File: config.mk
export PLATFORM = sky130hd
export DESIGN_NAME = ipe_ctrl
export DESIGN_NICKNAME = d
export VERILOG_FILES = /design/src/rtl/ipe_pkg.sv /design/src/rtl/ipe_edge_det.sv /design/src/rtl/ipe_flag.sv /design/src/rtl/ipe_ctrl.sv
export SDC_FILE = /design/constraint.sdc
export NUM_CORES = 1
export LEC_CHECK = 0
export ABC_AREA = 0
export CORE_UTILIZATION = 36
export DETAILED_ROUTE_END_ITERATION = 16
export PLACE_DENSITY_LB_ADDON = 0.3
export SLEW_MARGIN = 20
export SYNTH_ARGS = -nofsm -noshare
export SYNTH_HDL_FRONTEND = slang
export SYNTH_SLANG_ARGS = --single-unit
File: constraint.sdc
create_clock -name clk -period 1 [get_ports clk]
set_input_delay 0.1 -clock clk [delete_from_list [all_inputs] [get_ports clk]]
set_output_delay 0.1 -clock clk [all_outputs]
set_load 0.01 [all_outputs]
File: src/rtl/ipe_pkg.sv
package ipe_pkg;
  localparam int NSRC = 5;
  // source indices into the pending/enable vectors
  localparam int S_EXT   = 0;
  localparam int S_TMRA  = 1;
  localparam int S_IDLE  = 2;
  localparam int S_SHIFT = 3;
  localparam int S_TMRB  = 4;
  // status byte positions (software decodes these)
  localparam int ST_HC  = 7;
  localparam int ST_C   = 6;
  localparam int ST_TAP = 5;
  localparam int ST_TAE = 4;
  localparam int ST_EXP = 3;
  localparam int ST_BSY = 2;
  localparam int ST_EXE = 1;
  localparam int ST_GIE = 0;
  // control byte positions
  localparam int CT_RSV = 7;
  localparam int CT_PWE = 6;
  localparam int CT_IDP = 5;
  localparam int CT_IDE = 4;
  localparam int CT_SHP = 3;
  localparam int CT_SHE = 2;
  localparam int CT_TBP = 1;
  localparam int CT_TBE = 0;

  function automatic logic flag_next(input logic cur, input logic hw_set,
                                     input logic sw_we, input logic sw_wd);
    return hw_set | (sw_we ? sw_wd : cur);
  endfunction

  function automatic logic irq_want(input logic [NSRC-1:0] pend,
                                    input logic [NSRC-1:0] en,
                                    input logic gie);
    return gie && (|(pend & en));
  endfunction
endpackage

File: src/rtl/ipe_edge_det.sv
module ipe_edge_det #(
  parameter int STAGES = 2
) (
  input  logic clk,
  input  logic rst_n,
  input  logic pin,
  input  logic fall_sel,
  output logic evt
);
  logic [STAGES-1:0] sync_q;
  logic              prev_q;
  logic              sync_out;

  always_ff @(posedge clk) begin
    if (!rst_n) begin
      sync_q <= '0;
      prev_q <= 1'b0;
    end else begin
      sync_q <= {sync_q[STAGES-2:0], pin};
      prev_q <= sync_out;
    end
  end

  assign sync_out = sync_q[STAGES-1];
  assign evt = fall_sel ? (prev_q & ~sync_out) : (~prev_q & sync_out);

  // with a steady polarity, an edge event lasts one cycle only
  a_r7_single_pulse: assert property (@(posedge clk) disable iff (!rst_n)
    evt |=> (!evt || (fall_sel != $past(fall_sel))));
endmodule

File: src/rtl/ipe_flag.sv
module ipe_flag
  import ipe_pkg::*;
(
  input  logic clk,
  input  logic rst_n,
  input  logic hw_set,
  input  logic sw_we,
  input  logic sw_wd,
  output logic q
);
  always_ff @(posedge clk) begin
    if (!rst_n) q <= 1'b0;
    else        q <= flag_next(q, hw_set, sw_we, sw_wd);
  end

  a_r4_hw_sets: assert property (@(posedge clk) disable iff (!rst_n)
    hw_set |=> q);
  a_r5_sw_clears: assert property (@(posedge clk) disable iff (!rst_n)
    (sw_we && !sw_wd && !hw_set) |=> !q);
  a_r5_holds: assert property (@(posedge clk) disable iff (!rst_n)
    (!sw_we && !hw_set) |=> (q == $past(q)));
endmodule

File: src/rtl/ipe_ctrl.sv
module ipe_ctrl
  import ipe_pkg::*;
#(
  parameter int SYNC_STAGES = 2
) (
  input  logic       clk,
  input  logic       rst_n,
  input  logic       ext_pin,
  input  logic       ext_fall,
  input  logic       evt_tmra,
  input  logic       evt_idle,
  input  logic       evt_shift,
  input  logic       evt_tmrb,
  input  logic       shift_busy,
  input  logic       st_we,
  input  logic [7:0] st_wdata,
  output logic [7:0] st_rdata,
  input  logic       ic_we,
  input  logic [7:0] ic_wdata,
  output logic [7:0] ic_rdata,
  output logic       port_wake_en,
  output logic       irq
);
  logic            ext_evt;
  logic [NSRC-1:0] hw_set, sw_we, sw_wd, pend, en;
  logic            hc_q, c_q, gie_q, pwe_q, irq_q;

  ipe_edge_det #(.STAGES(SYNC_STAGES)) u_edge (
    .clk(clk), .rst_n(rst_n), .pin(ext_pin), .fall_sel(ext_fall), .evt(ext_evt));

  // route events and write lanes to each source
  assign hw_set[S_EXT]   = ext_evt;
  assign hw_set[S_TMRA]  = evt_tmra;
  assign hw_set[S_IDLE]  = evt_idle;
  assign hw_set[S_SHIFT] = evt_shift;
  assign hw_set[S_TMRB]  = evt_tmrb;

  assign sw_we[S_EXT]    = st_we;  assign sw_wd[S_EXT]   = st_wdata[ST_EXP];
  assign sw_we[S_TMRA]   = st_we;  assign sw_wd[S_TMRA]  = st_wdata[ST_TAP];
  assign sw_we[S_IDLE]   = ic_we;  assign sw_wd[S_IDLE]  = ic_wdata[CT_IDP];
  assign sw_we[S_SHIFT]  = ic_we;  assign sw_wd[S_SHIFT] = ic_wdata[CT_SHP];
  assign sw_we[S_TMRB]   = ic_we;  assign sw_wd[S_TMRB]  = ic_wdata[CT_TBP];

  for (genvar i = 0; i < NSRC; i++) begin : g_pend
    ipe_flag u_flag (
      .clk(clk), .rst_n(rst_n), .hw_set(hw_set[i]),
      .sw_we(sw_we[i]), .sw_wd(sw_wd[i]), .q(pend[i]));
  end

  always_ff @(posedge clk) begin
    if (!rst_n) begin
      hc_q <= 1'b0; c_q <= 1'b0; gie_q <= 1'b0; pwe_q <= 1'b0;
      en   <= '0;
    end else begin
      if (st_we) begin
        hc_q       <= st_wdata[ST_HC];
        c_q        <= st_wdata[ST_C];
        gie_q      <= st_wdata[ST_GIE];
        en[S_TMRA] <= st_wdata[ST_TAE];
        en[S_EXT]  <= st_wdata[ST_EXE];
      end
      if (ic_we) begin
        pwe_q       <= ic_wdata[CT_PWE];
        en[S_IDLE]  <= ic_wdata[CT_IDE];
        en[S_SHIFT] <= ic_wdata[CT_SHE];
        en[S_TMRB]  <= ic_wdata[CT_TBE];
      end
    end
  end

  always_ff @(posedge clk) begin
    if (!rst_n) irq_q <= 1'b0;
    else        irq_q <= irq_want(pend, en, gie_q);
  end

  always_comb begin
    st_rdata         = '0;
    st_rdata[ST_HC]  = hc_q;
    st_rdata[ST_C]   = c_q;
    st_rdata[ST_TAP] = pend[S_TMRA];
    st_rdata[ST_TAE] = en[S_TMRA];
    st_rdata[ST_EXP] = pend[S_EXT];
    st_rdata[ST_BSY] = shift_busy;
    st_rdata[ST_EXE] = en[S_EXT];
    st_rdata[ST_GIE] = gie_q;
    ic_rdata         = '0;
    ic_rdata[CT_PWE] = pwe_q;
    ic_rdata[CT_IDP] = pend[S_IDLE];
    ic_rdata[CT_IDE] = en[S_IDLE];
    ic_rdata[CT_SHP] = pend[S_SHIFT];
    ic_rdata[CT_SHE] = en[S_SHIFT];
    ic_rdata[CT_TBP] = pend[S_TMRB];
    ic_rdata[CT_TBE] = en[S_TMRB];
  end

  assign port_wake_en = pwe_q;
  assign irq          = irq_q;

  a_r8_raise: assert property (@(posedge clk) disable iff (!rst_n)
    (gie_q && (pend & en) != '0) |=> irq);
  a_r9_drop: assert property (@(posedge clk) disable iff (!rst_n)
    (!gie_q || (pend & en) == '0) |=> !irq);
endmodule

# == After elaboration in Yosys (flattened, before gate mapping) ==
# Cells that the tools add are included.
# W data, S select, Z words.
# classes
mux,6
bitwise_logic,10
reduce_logical,2
# op_table
operator,count
$mux W1,6
$and A5 B5 Y5,1
$or A1 B1 Y1,5
$reduce_or A5 Y1,1
$and A1 B1 Y1,2
$not A1 Y1,2
$logic_and A1 B1 Y1,1
# word_totals
register_bits,18
in_bits,27
out_inout_bits,18
word_cells,32

# == Logic depth before layout (Yosys ltp) ==
# depth
depth_word,4
ltp_mapped,3
depth_no_buf,2

# == By module ==
# Synthesis repeated with hierarchy kept, for this count alone.
# unflattened
cells_unflattened,65
hier_area_um2,732.0
# by_module_without_submodules
module,n_inst,cells_per_inst,area_per_inst_um2,seq_area_each_um2
ipe_ctrl,1,41,436.7,200.2
ipe_flag,5,3,38.8,20.0
ipe_edge_det,1,9,101.3,60.1

# == Least setup slack after synthesis ==
# OpenSTA, ideal clock, no wires.
# synth_path
path_kind,reg2reg
start,reg u_edge.prev_q
end,reg g_pend[0].u_flag.q
setup_time_ns,0.074
arrival_time_ns,0.781
required_ns,0.926
setup_slack_ns,0.145
path_stages_with_launch,3
n_path_buf,0
period_less_slack_ns,0.855
cell_sequence,dfxtp_1 or3b_1 a31oi_1
# synth_via
elab_chain_len,4
word_cells_on_any_way,5
classes_between,1 x mux; 4 x bitwise
# synth_rtl
element,line_no,rtl
"start, declared",ipe_edge_det.sv:11,logic prev_q;
"start signal, assigned",ipe_edge_det.sv:20,prev_q <= sync_out;
$not A1 Y1,ipe_edge_det.sv:25,assign evt = fall_sel ? (prev_q & ~sync_out) : (~prev_q & sync_out);
$and A1 B1 Y1,ipe_edge_det.sv:25,
$mux W1 (*),ipe_edge_det.sv:25,
$or A1 B1 Y1 (*),ipe_pkg.sv:30,return hw_set | (sw_we ? sw_wd : cur);
"end signal, assigned",ipe_flag.sv:13,"else q <= flag_next(q, hw_set, sw_we, sw_wd);"
"end, declared",ipe_flag.sv:9,output logic q
# Mark *: on every way between the ends. The rest lies on a longest branch, timed or not.
# A chain may end at the register's enable or synchronous reset.

# == Worst setup path in the final report ==
# layout_path
start,reg en[3]
end,out ic_rdata[2]
# layout_rtl
element,line_no,rtl
"start, declared",ipe_ctrl.sv:25,"logic [NSRC-1:0] hw_set, sw_we, sw_wd, pend, en;"
"start signal, assigned by index",ipe_ctrl.sv:59,en[S_TMRA] <= st_wdata[ST_TAE];
"start signal, assigned by index",ipe_ctrl.sv:60,en[S_EXT] <= st_wdata[ST_EXE];
"start signal, assigned by index",ipe_ctrl.sv:64,en[S_IDLE] <= ic_wdata[CT_IDE];
"end, declared",ipe_ctrl.sv:20,"output logic [7:0] ic_rdata,"
# No word-level cell between the ends.

==> reports/results.txt <==
postcts setup bufs: 0
Final Max Tran Viols: 0
vias in the first global route: 544
register area share after synthesis: 48.24%
root buf cell: clkbuf_4
Static Leak: 0.0005326 uW
H-tree Lvls: 1
GRT Overall Usage: 14.71%
most common cell after layout, fill and taps aside: clkdlybuf4s50_1
die span in y: 47.55 um
status: completed
number of cells on the critical path: 1
ant diodes: 0
# hold bufs at CTS: 0
Setup TNS: 0 ns
clock edge transition at the registers on the reported setup and hold paths: 0.11 ns
Power Dens Cells: 1324 nW/um^2
clock sinks: 18
Core Area: 1962 sq um
Initial Util: 38.07%
DRT Pass-1 Iters: 4
drt total wl: 1.592 mm
fin nets: 140
mean post-synth cell area: 9.960 sq um
proportion of layout cells with a drive suffix above 1: 31.25%
commonest cells after routing, fill and taps aside: clkdlybuf4s50_1 (23), mux2i_1 (14), dfxtp_1 (10)
1st-iter DRT viols: 7
clock buffer depth: 2
post-route setup slack: 0.03044 ns
Cells after Synth: 75
Inst Count DP: 135
Max Cap Violations: 0
gr ovfl total: 0
CTS tree: built
post-synth net total: 102
area leader, netlist: dfxtp_1
# IOs: 45
antenna violations before repair: 0
Final ANT Viol Nets: 0
Post-Syn Area: 747.0 sq um
Top Family by Delay on Critical Path: flip-flops
Yosys top cell area share: 48.24%
worst slack, placed: -0.1932 ns
clock skew: 0.005321 ns
Arr. time, crit path: 0.87 ns
die area: 2261 sq um
Crit. End Element: output port
Min-Delay Path Depth: 0
Area Overhead vs Synth: 54.77%
Setup violations, final: 0
# rows: 16
synth unique cells: 15
critical path's slowest cell: dfxtp_2
crit-path cells: clkdlybuf4s15_2
CP Data Required Time: 0.90 ns
reg2reg path depth: 3
CTS Buf Count: 3
Worst-Skew Late Latency: 0.29 ns
Die X: 47.55 um
Tmin final: 0.9696 ns
Fin. Hold Viols: 0
crit path max fanout: 3
FF-to-FF setup slack: 0.07 ns
vias per cell: 4.468
yosys warns: 0
critical path's largest stage delay: 0.36 ns
top post-synthesis cells by area: dfxtp_1 (48%), mux2i_1 (19%), buf_4 (13%)
Port Buffers: 39
largest net degree at the start of global routing: 15
post-synthesis register bit count: 18
final std cells w/o fill: 139
Startpoint Class: flop
worst hold slack: 0.2000 ns
Via Count: 621
post-DP HPWL: 1.232 mm
Placer Congestion: 0.6861
placed standard-cell area: 1154 sq um
Fmax: 1.031 GHz
DR DRC count: 0
cell area after layout: 1156 sq um
Crit Path Class: flop to output port
HP Class: primary input to output port
period utilisation layout: 96.96%
peak supply drop: 0.001307 V
Routed WL per cell: 11.45 um
buffers and inverters on the worst path: 1
global-route wire length before repair: 2.221 mm
state kept, by name (all words and copies together) (netlist names):
name             cells
c_q                  1
en                   5
g_pend.u_flag.q      5
gie_q                1
hc_q                 1
irq                  1
port_wake_en         1
u_edge.prev_q        1
u_edge.sync_q        2
per-layer routing:
layer / vias to the layer above / part of all wire (%) / GRT usage (%)
li1: 310 / - / -
met1: 277 / 40 / 14.95
met3: 2 / 11 / 7.170
met4: 0 / 0.75 / 5.556
met5: - / 0 / 0
met2: 32 / 48 / 26.03
power breakdown:
group	leakage (uW)	total [uW]	internal [uW]	switching, uW
Sequential	0.000151	788	764	24.1
Clock	0.0000210	444	222	223
Combinational	0.000360	299	190	109
path summary, 6_finish.rpt:
path / start / endpoint
worst max-delay path: en[3] / ic_rdata[2]
worst min-delay path: shift_busy / st_rdata[2]
worst max register to register: g_pend[3].u_flag.q / irq
worst min register to register: u_edge.sync_q[0] / u_edge.sync_q[1]
cell usage after synthesis, drive strengths merged:
cell type and number:
dfxtp 18, buf 14, mux2i 14, nor2 9, a21oi 5, inv 5
and2 3, a222oi 1, a22oi 1, a31oi 1, conb 1, nand2 1
nand3b 1, or3b 1
cell type report:
cell class | count | area, sq um
Multi-Input combinational cell | 38 | 265.3
Sequential cell | 18 | 370.4
Tap cell | 27 | 33.78
Clock buffer | 4 | 36.28
Inverter | 5 | 18.77
Timing Repair Buffer | 47 | 431.7
Fill cell | 190 | 805.8
what timing repair did:
item | in CTS | in global routing
gates resized for setup | 40 | 17
endpoints found under the setup margin | 16 | 15
pin swaps | 0 | 0
cell families (layout without fill, tap and decap cells):
| family | count (synthesis) | in the layout | share of synthesized area (%) |
|---|---|---|---|
| buffers and inverters | 19 | 56 | 16.25 |
| muxes | 14 | 14 | 18.76 |
| AOI/OAI and AO/OA | 8 | 8 | 6.533 |
| DFF | 18 | 18 | 48.24 |
| and+or+nand+nor | 15 | 15 | 9.715 |
| other | 1 | 1 | 0.5020 |
through the flow:
step / util (%) / total power [uW]
floorplan: - / 946.5
global placement: 58.80 / 1121
detailed placement: 58.80 / 1130
CTS: 61.16 / 1555
global route: 58.93 / 1604
finish: 58.93 / 1531
Note: power is estimated with default switching activity, not from simulation.
